File: config.mk
export PLATFORM = sky130hd
export DESIGN_NAME = dma_xfer_regs
export DESIGN_NICKNAME = d
export VERILOG_FILES = /design/src/rtl/dma_regs_pkg.sv /design/src/rtl/dma_access_ctl.sv /design/src/rtl/dma_addr_ctr.sv /design/src/rtl/dma_byte_ctr.sv /design/src/rtl/dma_xfer_regs.sv
export SDC_FILE = /design/constraint.sdc
export NUM_CORES = 1
export LEC_CHECK = 0
export ABC_CLOCK_PERIOD_IN_PS = 3300
export BUFFER_PORTS_ARGS = -buffer_cell sky130_fd_sc_hd__buf_2
export CORE_UTILIZATION = 25
export DETAILED_ROUTE_END_ITERATION = 6
export GPL_TIMING_DRIVEN = 1
export PLACE_DENSITY_LB_ADDON = 0.1
export SKIP_CTS_REPAIR_TIMING = 1
export SYNTH_ARGS = -nofsm -noshare
export SYNTH_HDL_FRONTEND = slang
export SYNTH_HIERARCHICAL = 1
export SYNTH_SLANG_ARGS = --single-unit
File: constraint.sdc
create_clock -name clk -period 3.3 [get_ports clk]
set_input_delay 0.66 -clock clk [delete_from_list [all_inputs] [get_ports clk]]
set_output_delay 0.66 -clock clk [all_outputs]
set_load 0.05 [all_outputs]
File: src/rtl/dma_regs_pkg.sv
// Package: shared constants and the register-select encoding of the
// DMA working-register block.
package dma_regs_pkg;
    localparam int NUM_HALVES = 2;

    typedef enum logic [1:0] {
        SEL_ADDR_LO = 2'd0,
        SEL_ADDR_HI = 2'd1,
        SEL_COUNT   = 2'd2,
        SEL_NONE    = 2'd3
    } reg_sel_e;
endpackage

File: src/rtl/dma_access_ctl.sv
// dma_access_ctl: gates host accesses with the stop state, decodes the
// register select, and merges bus strobes with test-mode increments.
// Assumes: a write always wins over an increment in the same cycle.
module dma_access_ctl
    import dma_regs_pkg::*;
(
    input  logic                  clk,
    input  logic                  rst_n,
    input  logic                  stopped,
    input  logic                  test_en,
    input  logic                  reg_wr,
    input  logic                  reg_rd,
    input  logic [1:0]            reg_sel,
    input  logic                  inc,
    output logic [NUM_HALVES-1:0] wr_half,
    output logic                  wr_cnt,
    output logic                  rd_en,
    output logic                  step
);
    reg_sel_e sel;
    logic     wr_ok;
    logic     any_wr;
    logic     pend_q;

    assign sel = reg_sel_e'(reg_sel);

    // Purpose: accept host accesses only while the controller is stopped.
    always_comb begin
        wr_ok   = reg_wr && stopped;
        rd_en   = reg_rd && stopped;
        wr_half = '0;
        wr_cnt  = 1'b0;
        unique case (sel)
            SEL_ADDR_LO: wr_half[0] = wr_ok;
            SEL_ADDR_HI: wr_half[1] = wr_ok;
            SEL_COUNT:   wr_cnt     = wr_ok;
            default:     ;
        endcase
        any_wr = (|wr_half) || wr_cnt;
        step   = !any_wr && (inc || pend_q);
    end

    // Purpose: remember that a test-mode write owes one increment.
    always_ff @(posedge clk) begin
        if (!rst_n) pend_q <= 1'b0;
        else        pend_q <= any_wr && test_en;
    end

    // nothing is written while the controller runs
    a_r4_no_write_running: assert property (@(posedge clk) disable iff (!rst_n)
        !stopped |-> (wr_half == '0) && !wr_cnt);
    // a write cycle never steps
    a_r9_write_beats_step: assert property (@(posedge clk) disable iff (!rst_n)
        ((|wr_half) || wr_cnt) |-> !step);
    // a test-mode write is followed by a step unless another write comes
    a_r8_test_step: assert property (@(posedge clk) disable iff (!rst_n)
        ($past(rst_n) && $past(((|wr_half) || wr_cnt) && test_en) && !((|wr_half) || wr_cnt)) |-> step);
endmodule

File: src/rtl/dma_addr_ctr.sv
// dma_addr_ctr: the DMA memory address, built from NUM_HALVES halves of
// HALF_W bits. Each half is loaded separately; a step adds 1 to the whole
// address, so the carry crosses the half boundaries.
// Assumes: wr_half and step are never high together.
module dma_addr_ctr
    import dma_regs_pkg::*;
#(
    parameter int HALF_W = 16
) (
    input  logic                         clk,
    input  logic                         rst_n,
    input  logic [NUM_HALVES-1:0]        wr_half,
    input  logic [HALF_W-1:0]            wdata,
    input  logic                         step,
    output logic [NUM_HALVES*HALF_W-1:0] addr
);
    localparam int AW = NUM_HALVES * HALF_W;

    logic [AW-1:0] q;
    logic [AW-1:0] q_inc;
    logic [AW-1:0] d;

    assign q_inc = q + AW'(1);

    // Purpose: choose the next value of each half (load, step or hold).
    for (genvar h = 0; h < NUM_HALVES; h++) begin : g_half
        assign d[h*HALF_W +: HALF_W] = wr_half[h] ? wdata :
                                       step       ? q_inc[h*HALF_W +: HALF_W] :
                                                    q[h*HALF_W +: HALF_W];
    end

    // Purpose: hold the address register.
    always_ff @(posedge clk) begin
        if (!rst_n) q <= '0;
        else        q <= d;
    end

    assign addr = q;

    // a step adds one across the full width
    a_r5_addr_step: assert property (@(posedge clk) disable iff (!rst_n)
        ($past(rst_n) && $past(step)) |-> q == $past(q) + AW'(1));
    // with no step and no load the address holds
    a_r10_addr_hold: assert property (@(posedge clk) disable iff (!rst_n)
        ($past(rst_n) && !$past(step) && $past(wr_half) == '0) |-> $stable(q));
    // a low-half load takes the write data
    a_r2_addr_load: assert property (@(posedge clk) disable iff (!rst_n)
        ($past(rst_n) && $past(wr_half[0])) |-> q[HALF_W-1:0] == $past(wdata));
endmodule

File: src/rtl/dma_byte_ctr.sv
// dma_byte_ctr: remaining byte count kept as a negative two's complement
// number that a step raises toward zero; flags the wrap to zero.
// Assumes: wr and step are never high together.
module dma_byte_ctr #(
    parameter int CNT_W = 12
) (
    input  logic             clk,
    input  logic             rst_n,
    input  logic             wr,
    input  logic [CNT_W-1:0] wdata,
    input  logic             step,
    output logic [CNT_W-1:0] count,
    output logic             done
);
    localparam logic [CNT_W-1:0] ALL_ONES = '1;

    logic [CNT_W-1:0] q;
    logic             done_q;

    // Purpose: load, step or hold the count.
    always_ff @(posedge clk) begin
        if (!rst_n)    q <= '0;
        else if (wr)   q <= wdata;
        else if (step) q <= q + CNT_W'(1);
    end

    // Purpose: pulse done for the cycle after a step wraps the count.
    always_ff @(posedge clk) begin
        if (!rst_n) done_q <= 1'b0;
        else        done_q <= step && (q == ALL_ONES);
    end

    assign count = q;
    assign done  = done_q;

    // a step adds one modulo the count width
    a_r6_cnt_step: assert property (@(posedge clk) disable iff (!rst_n)
        ($past(rst_n) && $past(step)) |-> q == $past(q) + CNT_W'(1));
    // done is only seen with a zero count and lasts one cycle
    a_r7_done_zero: assert property (@(posedge clk) disable iff (!rst_n)
        done_q |-> q == '0);
    a_r7_done_pulse: assert property (@(posedge clk) disable iff (!rst_n)
        done_q |=> !done_q);
endmodule

File: src/rtl/dma_xfer_regs.sv
// dma_xfer_regs: top of the DMA working-register block. Joins access
// control, the address counter and the byte counter, and forms read data.
// Assumes: reg_sel is stable while reg_rd is high.
module dma_xfer_regs
    import dma_regs_pkg::*;
#(
    parameter int HALF_W = 16,
    parameter int CNT_W  = 12
) (
    input  logic                         clk,
    input  logic                         rst_n,
    input  logic                         stopped,
    input  logic                         test_en,
    input  logic                         reg_wr,
    input  logic                         reg_rd,
    input  logic [1:0]                   reg_sel,
    input  logic [HALF_W-1:0]            reg_wdata,
    output logic [HALF_W-1:0]            reg_rdata,
    input  logic                         inc,
    output logic [NUM_HALVES*HALF_W-1:0] addr,
    output logic [CNT_W-1:0]             count,
    output logic                         count_done
);
    localparam int PAD_W = HALF_W - CNT_W;

    logic [NUM_HALVES-1:0] wr_half;
    logic                  wr_cnt;
    logic                  rd_en;
    logic                  step;

    dma_access_ctl u_ctl (
        .clk     (clk),
        .rst_n   (rst_n),
        .stopped (stopped),
        .test_en (test_en),
        .reg_wr  (reg_wr),
        .reg_rd  (reg_rd),
        .reg_sel (reg_sel),
        .inc     (inc),
        .wr_half (wr_half),
        .wr_cnt  (wr_cnt),
        .rd_en   (rd_en),
        .step    (step)
    );

    dma_addr_ctr #(.HALF_W(HALF_W)) u_addr (
        .clk     (clk),
        .rst_n   (rst_n),
        .wr_half (wr_half),
        .wdata   (reg_wdata),
        .step    (step),
        .addr    (addr)
    );

    dma_byte_ctr #(.CNT_W(CNT_W)) u_cnt (
        .clk   (clk),
        .rst_n (rst_n),
        .wr    (wr_cnt),
        .wdata (reg_wdata[CNT_W-1:0]),
        .step  (step),
        .count (count),
        .done  (count_done)
    );

    // Purpose: form host read data, zero unless a gated read is under way.
    always_comb begin
        reg_rdata = '0;
        if (rd_en) begin
            unique case (reg_sel_e'(reg_sel))
                SEL_ADDR_LO: reg_rdata = addr[HALF_W-1:0];
                SEL_ADDR_HI: reg_rdata = addr[2*HALF_W-1:HALF_W];
                SEL_COUNT:   reg_rdata = {{PAD_W{1'b1}}, count};
                default:     reg_rdata = '0;
            endcase
        end
    end

    // count reads carry ones above the count
    a_r3_count_pad: assert property (@(posedge clk) disable iff (!rst_n)
        (reg_rd && stopped && reg_sel == 2'd2) |-> reg_rdata == {{PAD_W{1'b1}}, count});
    // no gated read, no data
    a_r4_read_zero: assert property (@(posedge clk) disable iff (!rst_n)
        !(reg_rd && stopped) |-> reg_rdata == '0);
endmodule

==> impl_results.md <==
- Status: finished with violations
- Violated checks: design-rule violations
- Hpwl dp: 7780 um
- Syn_area_per_cell: 8.22 um2
- CTS tree: yes
- Crit path cell chain: buf_2 -> buf_4 -> mux2i_1 -> o21ai_0 -> and2_1 -> buf_2
- Commonest cells after routing, fill and taps aside: buf_2, dfxtp_1, o21ai_0, nand2_1, a21oi_1
- Core area: 0.0116 mm2
- Max cap viols: 0
- Via Count: 2932
- Hold_ws: 541 ps
- Ports: 86
- Vias in the first global route: 2810
- Commonest non-fill, non-tap cell in the layout: buf_2
- Top FF cell, synth: dfxtp_1
- P_leak: 1.59 nW
- Largest net degree at the start of global routing: 45
- Post-synth EDFFs: 0
- Setup slack, reg-to-reg: 1030 ps
- Slowest stage delay, CP: 380 ps
- Total track usage: 0.173
- DRT Pass-1 Iters: 7
- Final number of hold-violating endpoints: 0
- WL/cell: 18.0 um
- Finished Core Util: 0.319
- Hold Crit Start: u_addr/addr[31]$_SDFFE_PN0P_
- Cell count after synthesis: 365
- Number of diodes: 0
- Worst setup EP type: output port
- Reg-to-reg startpoint: u_ctl/pend_q$_SDFF_PN0_
- Hold crit path type: reg2reg
- Initial antenna violation count: 0
- Slew headroom: 0.480
- Sum Neg Setup Slack: 0 ps
- Slowest CP cell: buf_4
- Worst setup path endpoint: reg_rdata[1]
- FF-to-FF path depth: 8
- Max VDD drop: 0.238 mV
- WP buf/inv: 3
- Synthesized area: 0.00300 mm2
- Area growth syn-to-layout: 23.0%
- Clock-pin slew on the worst setup and hold paths: 60 ps
- CTS buffer count: 5
- Final worst path period share: 0.783
- H-tree depth: 2
- Sink Count: 46
- #FFs+latches synth: 46
- Unrepaired setup endpoints after global routing: no
- Post-DRT Antenna Nets: 0
- Root buffer cell: clkbuf_16
- Initial Util: 0.259
- RD Place Congestion: 0.756
- Share of layout cells above drive strength 1: 0.265
- DIE AREA: 0.0124 mm2
- Least-Margin Pin Slew: 779 ps
- Clk_skew: 8.03 ps
- Family with the most delay on the worst path: buffers and inverters
- Register area share after synthesis: 0.307
- Nets: 471
- WS Path Type: in2out
- Drc violations: 5
- Total gr overflow: 0
- Input/output buffers: 85
- Min Clock Period, post-route: 2580 ps
- Final Max Tran Viols: 0
- Synth unique cells: 48
- CP Depth: 6
- Worst Setup Start Kind: input port
- Wire length of the first global-routing pass: 16600 um
- CP arrival: 1920 ps
- Clock Tree Buf Depth: 2
- Final setup violating endpoints: 0
- Clk_lat worst skew: 280 ps
- Fmax: 387 MHz
- CP required: 2640 ps
- Die width: 112 um
- Die Ht: 112 um
- Crit path from: reg_sel[1]
- Initial DRC Count: 130
- Ys async rst share: 0
- Power Density: 380 mW/mm2
- Worst flop-to-flop path endpoint: u_addr/addr[25]$_SDFFE_PN0P_
- Syn_nets: 392
- Vias per cell: 4.99
- Final wirelength: 10600 um
- Most used cell, CP: buf_2
- Maximum fanout along the worst path: 35
- YS warnings: 6
- Core Rows: 39
## how the worst min path moves through the flow
stage | to | slack (ps) | cells after the start
2_1_floorplan | u_cnt/done$_SDFF_PN0_ | 690 | 2
3_3_place_gp | u_addr/addr[31]$_SDFFE_PN0P_ | 530 | 2
3_5_place_dp | u_addr/addr[31]$_SDFFE_PN0P_ | 530 | 2
4_1_cts | u_addr/addr[31]$_SDFFE_PN0P_ | 540 | 2
5_1_grt | u_addr/addr[31]$_SDFFE_PN0P_ | 570 | 2
6_report | u_addr/addr[31]$_SDFFE_PN0P_ | 540 | 2
## cell type report
class / count / area (um2)
Tap cell: 143 / 179
Sequential cell: 46 / 921
Timing Repair Buffer: 92 / 478
Inverter: 10 / 37.5
Fill cell: 1265 / 7880
Clock buffer: 7 / 143
Multi-Input combinational cell: 289 / 1930
Clock inverter: 1 / 5.00
## per-stage QoR
stage               setup slack, ps  total power, mW  instance area (um2)  std cells
floorplan                       764            0.812                 3000        365
global placement                592            0.899                 3540        580
detailed placement              492            0.899                 3540        580
CTS                             700             1.42                 3690        588
global route                    601             1.47                 3690        588
finish                          716             1.40                 3690        588
## Yosys cell counts (all sizes together), types with 2 or more instances
cell type  number  area, um2
clkbuf         10       41.3
dfxtp          46        921
and2           19        120
mux2i          15        150
nor3            5       40.0
o211a           6       60.1
nand2          27        104
nand3b         13       97.6
o22ai           2       12.5
xnor2          17        149
nor3b           5       52.6
buf            10       72.6
nand3          19       95.1
and4            3       27.5
nor4            7       71.3
ha              2       25.0
xor2           22        193
o21ba           3       30.0
and3            4       25.0
inv            10       37.5
a21oi          26        130
nand4          16        121
o311a           4       40.0
a31oi           2       12.5
nor2           15       56.3
o21ai          50        250
## report_power, final
part           internal (mW)  switching (mW)  leakage, nW
Combinational         0.0805           0.185         1.14
Sequential             0.577          0.0414        0.374
Clock                  0.301           0.218       0.0739
Total                  0.959           0.445         1.59
## registers in the layout (all words and copies together) (netlist names)
signal and cells:
u_cnt/done 1, u_addr/addr 32, u_cnt/count 12, u_ctl/pend_q 1
## worst reg2reg max path, delay by kind of cell, from the launching register on
family                 cells  cell delay, ps
AND/OR/NAND/NOR            4            1130
AO/OA/AOI/OAI              2             340
flip-flops                 1             310
buffers and inverters      1             230
XOR/XNOR                   1             150
## per-layer routing
metal  track usage  share of wire  vias to the layer above  wire, um
li1              -              -                     1481         -
met1         0.244           0.49                     1378      5200
met5             0              0                        -         0
met4        0.0306         0.0068                        0        72
met3        0.0223          0.033                        4       348
met2         0.284           0.47                       69      4970
## logic make-up (layout without fill, tap and decap cells)
kind of cell / count (synthesis) / in the layout / share of synthesized area
adder cells (fa/ha/maj): 2 / 2 / 0.00834
AO/OA/AOI/OAI: 96 / 96 / 0.187
multiplexers: 15 / 15 / 0.0501
flip-flops: 46 / 46 / 0.307
XOR/XNOR: 39 / 39 / 0.114
AND/OR/NAND/NOR: 137 / 137 / 0.283
buffers and inverters: 30 / 110 / 0.0505
No activity file was read; power rests on OpenSTA's default activity.
